**config.mk**
```make
export PLATFORM = sky130hd
export DESIGN_NAME = acc_scaler
export DESIGN_NICKNAME = d
export VERILOG_FILES = /design/src/rtl/acc_scaler_pkg.sv /design/src/rtl/scale_cnt_sel.sv /design/src/rtl/lead_sign_enc.sv /design/src/rtl/bar_shift40.sv /design/src/rtl/acc_scaler.sv
export SDC_FILE = /design/constraint.sdc
export NUM_CORES = 1
export LEC_CHECK = 0
export BUFFER_PORTS_ARGS = -buffer_cell sky130_fd_sc_hd__buf_2
export CELL_PAD_IN_SITES_DETAIL_PLACEMENT = 2
export CELL_PAD_IN_SITES_GLOBAL_PLACEMENT = 2
export CORE_UTILIZATION = 39
export DETAILED_ROUTE_END_ITERATION = 6
export HOLD_SLACK_MARGIN = 0.12
export PLACE_DENSITY = 0.95
export SETUP_SLACK_MARGIN = 0.05
export SLEW_MARGIN = 0
export SYNTH_ARGS = -nofsm -noshare
export SYNTH_HDL_FRONTEND = slang
export SYNTH_SLANG_ARGS = --single-unit
```
**constraint.sdc**
```tcl
create_clock -name clk -period 66.7 [get_ports clk]
set_input_delay 6.67 -clock clk [delete_from_list [all_inputs] [get_ports clk]]
set_output_delay 6.67 -clock clk [all_outputs]
set_load 0.01 [all_outputs]
```
**src/rtl/acc_scaler_pkg.sv**
```systemverilog
package acc_scaler_pkg;
  localparam int ACC_W   = 40;
  localparam int GUARD_W = 8;
  localparam int CNT_W   = 6;
  localparam int TREG_W  = 16;
  localparam int RSH_MAX = 16;
  localparam int LSH_MAX = 31;

  typedef enum logic [1:0] {
    SRC_INSTR = 2'd0,
    SRC_STAT  = 2'd1,
    SRC_TREG  = 2'd2,
    SRC_TALT  = 2'd3
  } cnt_src_e;
endpackage

```
**src/rtl/scale_cnt_sel.sv**
```systemverilog
module scale_cnt_sel #(
  parameter int CNT_W   = 6,
  parameter int TREG_W  = 16,
  parameter int RSH_MAX = 16,
  parameter int LSH_MAX = 31
) (
  input  logic [1:0]              sel,
  input  logic [CNT_W-1:0]        instr_cnt,
  input  logic [CNT_W-1:0]        stat_cnt,
  input  logic [TREG_W-1:0]       t_reg,
  output logic signed [CNT_W-1:0] amt
);
  import acc_scaler_pkg::*;

  localparam logic signed [CNT_W-1:0] NEG_LIM = CNT_W'(-RSH_MAX);
  localparam logic signed [CNT_W-1:0] POS_LIM = CNT_W'(LSH_MAX);

  logic signed [CNT_W-1:0] raw;

  always_comb begin
    unique case (cnt_src_e'(sel))
      SRC_INSTR: raw = instr_cnt;
      SRC_STAT:  raw = stat_cnt;
      default:   raw = t_reg[CNT_W-1:0];
    endcase
    if (raw < NEG_LIM)      amt = NEG_LIM;
    else if (raw > POS_LIM) amt = POS_LIM;
    else                    amt = raw;
  end
endmodule

```
**src/rtl/lead_sign_enc.sv**
```systemverilog
module lead_sign_enc #(
  parameter int DW    = 40,
  parameter int GUARD = 8,
  parameter int CNT_W = 6
) (
  input  logic [DW-1:0]           din,
  output logic signed [CNT_W-1:0] exp_val
);
  localparam int RW = $clog2(DW) + 1;

  logic [RW-1:0] run_len;
  logic          in_run;

  always_comb begin
    run_len = '0;
    in_run  = 1'b1;
    for (int i = DW - 2; i >= 0; i--) begin
      if (in_run && (din[i] == din[DW-1])) run_len = run_len + 1'b1;
      else                                  in_run  = 1'b0;
    end
    exp_val = CNT_W'(int'(run_len) - GUARD);
  end
endmodule

```
**src/rtl/bar_shift40.sv**
```systemverilog
module bar_shift40 #(
  parameter int DW    = 40,
  parameter int CNT_W = 6
) (
  input  logic [DW-1:0]           din,
  input  logic signed [CNT_W-1:0] amt,
  input  logic                    fill_sign,
  output logic [DW-1:0]           dout
);
  logic [CNT_W-1:0]  mag;
  logic              ext;
  logic [2*DW-1:0]   wide;

  always_comb begin
    ext  = fill_sign & din[DW-1];
    mag  = amt[CNT_W-1] ? CNT_W'(-amt) : CNT_W'(amt);
    wide = {{DW{ext}}, din} >> mag;
    if (amt[CNT_W-1]) dout = wide[DW-1:0];
    else              dout = din << mag;
  end
endmodule

```
**src/rtl/acc_scaler.sv**
```systemverilog
module acc_scaler #(
  parameter int ACC_W   = acc_scaler_pkg::ACC_W,
  parameter int GUARD_W = acc_scaler_pkg::GUARD_W,
  parameter int CNT_W   = acc_scaler_pkg::CNT_W,
  parameter int TREG_W  = acc_scaler_pkg::TREG_W,
  parameter int RSH_MAX = acc_scaler_pkg::RSH_MAX,
  parameter int LSH_MAX = acc_scaler_pkg::LSH_MAX
) (
  input  logic              clk,
  input  logic              rst,
  input  logic              in_valid,
  input  logic              op_norm,
  input  logic [1:0]        cnt_sel,
  input  logic [CNT_W-1:0]  instr_cnt,
  input  logic [CNT_W-1:0]  stat_cnt,
  input  logic [TREG_W-1:0] t_reg,
  input  logic              sign_ext,
  input  logic [ACC_W-1:0]  din,
  output logic              out_valid,
  output logic [ACC_W-1:0]  dout,
  output logic [CNT_W-1:0]  exp_cnt
);
  logic signed [CNT_W-1:0] sel_amt;
  logic signed [CNT_W-1:0] enc_exp;
  logic signed [CNT_W-1:0] use_amt;
  logic                    use_fill;
  logic [ACC_W-1:0]        shifted;

  scale_cnt_sel #(
    .CNT_W(CNT_W), .TREG_W(TREG_W), .RSH_MAX(RSH_MAX), .LSH_MAX(LSH_MAX)
  ) u_cnt (
    .sel(cnt_sel), .instr_cnt(instr_cnt), .stat_cnt(stat_cnt),
    .t_reg(t_reg), .amt(sel_amt)
  );

  lead_sign_enc #(
    .DW(ACC_W), .GUARD(GUARD_W), .CNT_W(CNT_W)
  ) u_enc (
    .din(din), .exp_val(enc_exp)
  );

  always_comb begin
    use_amt  = op_norm ? enc_exp : sel_amt;
    use_fill = op_norm ? 1'b1    : sign_ext;
  end

  bar_shift40 #(
    .DW(ACC_W), .CNT_W(CNT_W)
  ) u_shift (
    .din(din), .amt(use_amt), .fill_sign(use_fill), .dout(shifted)
  );

  always_ff @(posedge clk) begin
    if (rst) begin
      out_valid <= 1'b0;
      dout      <= '0;
      exp_cnt   <= '0;
    end else begin
      out_valid <= in_valid;
      if (in_valid) begin
        dout    <= shifted;
        exp_cnt <= enc_exp;
      end
    end
  end
endmodule

```
==> results.md <==
- Result of the run: finished clean
- IR Drop Worst-Case VDD: ~0.000011 V
- Placer Congestion: a little under 1
- CTS buffer count: 5
- Final instance area: 14,000 µm²
- Layout Skew: 0 ps
- Startpoint of the worst register-to-register path: dout[27]
- Sink Count: between 40 and 50
- Internal Dissipation: 0.000114 W
- Number of pins exceeding their max-slew limit in the final report: 0
- List of most frequent post-synthesis cells: sky130_fd_sc_hd__nor2_1 (199), sky130_fd_sc_hd__nand2_1 (171), sky130_fd_sc_hd__mux2i_1 (140)
- Post-route non-filler standard cell count: about 2,200
- Ys async rst share: 0%
- Height of the die: 186 µm
- Signed area change from the synthesized netlist to the final layout: 6.50%
- Via density per instance: roughly 6.9
- Post-Syn Area: 13,200 µm²
- Cell with the biggest individual delay on the critical path: sky130_fd_sc_hd__buf_4
- Largest net degree at the start of global routing: 86
- Count of flip-flops with a built-in enable after synthesis: 0
- Switching power of the nets: 0.000135 W
- Kind of capture point of the worst setup path: register
- Clock network fraction of total power: 11.6%
- Lkg Pwr: ~5.5 nW
- Switching Fraction: a little over half
- Detailed router's first-iteration violation count: approximately 1,300
- Synth Net Count: around 1,900
- Synth top area share: a little over a tenth
- Relative contribution of sequential cells to total power: a little over an eighth
- FF-to-FF End: dout[27]
- Kind of start point of the critical path: input port
- Die Area: about 34,000 µm²
- Slew at the pin closest to its max-slew limit: approximately 1100 ps
- Synthesized area divided by synthesized cell count: approximately 7.3 µm²
- Grt ovf: 0
- Max Cap Violations: 0
- WL/cell: approximately 28 µm
- Fraction of final layout cells sized beyond drive strength 1: between 15 and 20%
- Relative contribution of combinational cells to total power: 74.8%
- Final total negative setup slack: 0 ps
- Remaining DRCs: 0
- Count of hold-fix buffers inserted at cts: 0
- Worst-Skew Late Latency: 290 ps
- IO Port Bufs: between 100 and 150
- Critical setup path kind: in -> reg
- Antenna violations before repair: 1
- Initial core utilization: about two fifths
- Warnings, synthesis: 0
- Proportion of synthesized chip area in sequential cells: just over 7%
- Maximum root-to-sink buffer count: 2
- Placed cell area: 13,800 µm²
- Gate Count Post-Synth: 1,805
- Number of buffers inserted by post-CTS setup repair: 0
- Crit path largest cell delay: ~850 ps
- Most used standard cell by instance count after synthesis: sky130_fd_sc_hd__nor2_1
- Synth Register Bits: 47
- Count of different cell masters after synthesis: approximately 110
- Number of cells on the worst hold path: 2
- Top-level port count: ~120
- TritonCTS clock tree: yes
- Num rows: between 60 and 70
- Register-to-register path setup slack: ~65,000 ps
- Primary FF master, synth: sky130_fd_sc_hd__dfxtp_1
- Clock-pin slew on the worst setup and hold paths: roughly 60 ps
- Cell mode on critical path: sky130_fd_sc_hd__ha_1
- Global router's overall resource usage: between 30% and 40%
- Largest cells by area after synthesis: sky130_fd_sc_hd__mux2i_1 (11%), sky130_fd_sc_hd__dfxtp_1 (7.2%), sky130_fd_sc_hd__mux2_2 (5.9%)
- Maximum operating frequency: between 20 and 25 MHz
- Vias after detailed routing: about 15,000
- Required time at the endpoint of the critical path: around 67,000 ps
- Wire length of the first global-routing pass: between 90 and 100 mm
- Cell area power density: ~18 nW/µm²
- DP HPWL: roughly 49 mm
- R2R cell count: 4
- Placed cell count: about 2,200
- Final Net Count: approximately 1,900
- Post-layout min period: a little over 40,000 ps
- Final antenna-violating net count: 0
- Tightest Hold Check Type: reg -> reg
- Final worst-path cycle share: 61.0%
- Drt pass-1 iters: 5
- Most area-hungry cell type in the Yosys netlist: sky130_fd_sc_hd__mux2i_1
- Core box area: 32,900 µm²
- Post-cts sizing count: 0
- Critical path arrival: 40,820 ps
- Total routed wirelength: approximately 63 mm
- Worst rel slew slack: between 20% and 30%
- Final setup violating endpoints: 0
- RSZ-0062 raised after global routing: no
- Die Width: between 150 and 200 µm
- Clock Tree Root: sky130_fd_sc_hd__clkbuf_16
- Hold path endpoint: dout[5]
- Maximum fanout encountered on the critical timing path: 85
- Number of levels in the clock H-tree: 2
- Worst Min Path Start: dout[5]
- Via count of the first global-routing pass: approximately 16,000
- Final Hold Violating Endpoints: 0
## routing by layer
metal / global-route usage, % / part of all wire [%] / vias up
met5: 0 / 0 / -
met4: 17.7 / 5.0 / 0
met3: 5.99 / 7.0 / 230
met2: 64.3 / 49 / 729
met1: 41.9 / 39 / 7803
li1: - / - / 6727
## critical path, delay by kind of cell
family | cells | cell delay [ps]
fa+ha+maj | 36 | 11000
compound gates | 42 | 9120
mux | 20 | 5960
simple gates | 31 | 3370
buf+inv | 11 | 2680
xor+xnor | 6 | 1860
## logic make-up after synthesis
kind of cell	after synthesis	share of synthesized area (%)
flops	47	7.15
simple gates	685	24.9
buf+inv	180	6.09
fa+ha+maj	39	3.69
compound gates	481	24.8
xor+xnor	94	7.87
mux	279	25.4
## worst max-delay path by stage
stage | end | start
final | dout[21] | din[39]
after global routing | dout[21] | din[39]
after CTS | dout[21] | din[39]
after detailed placement | dout[21] | din[39]
after global placement | dout[20] | din[39]
after floorplan | dout[32] | din[39]
## per-stage QoR
step | setup WS (ps) | hold slack [ps] | total power, W | util, %
after detailed placement | 26250 | 463 | 0.000211 | 42.1
after global routing | 24300 | 502 | 0.000256 | 42.6
after global placement | 28560 | 461 | 0.000200 | 42.1
final | 26020 | 475 | 0.000248 | 42.6
after CTS | 26430 | 480 | 0.000240 | 42.6
after floorplan | 32590 | 494 | 0.000155 | -
## power by group through the flow
stage                      Clock, W  Combinational, W  Sequential, W
after detailed placement          0          0.000176      0.0000342
after global routing      0.0000296          0.000192      0.0000339
final                     0.0000287          0.000186      0.0000337
after global placement            0          0.000166      0.0000339
after CTS                 0.0000286          0.000178      0.0000337
after floorplan                   0          0.000119      0.0000354
## registers in the layout (all words and copies together), names as in the netlist
name	count
dout	40
out_valid	1
exp_cnt	6
## cells in the final DEF, fill, tap and decap left out, types with 38 or more instances in the layout
cell	count
sky130_fd_sc_hd__mux2_2	69
sky130_fd_sc_hd__a21oi_1	108
sky130_fd_sc_hd__buf_2	110
sky130_fd_sc_hd__inv_1	41
sky130_fd_sc_hd__nor3_1	67
sky130_fd_sc_hd__dfxtp_1	47
sky130_fd_sc_hd__ha_1	38
sky130_fd_sc_hd__xnor2_1	51
sky130_fd_sc_hd__nand2_1	171
sky130_fd_sc_hd__mux2i_1	140
sky130_fd_sc_hd__nor2_1	199
sky130_fd_sc_hd__o21ai_0	94
sky130_fd_sc_hd__nand3_1	60
## final cells by class
class | count | area, µm²
Clock inverter | 1 | 30.0
Fill cell | 3945 | 18900
Sequential cell | 47 | 941
Tap cell | 442 | 553
Inverter | 42 | 158
Antenna cell | 2 | 5.00
Clock buffer | 6 | 129
Multi-Input combinational cell | 1578 | 11500
Timing Repair Buffer | 131 | 708
No activity file was read; power rests on OpenSTA's default activity.
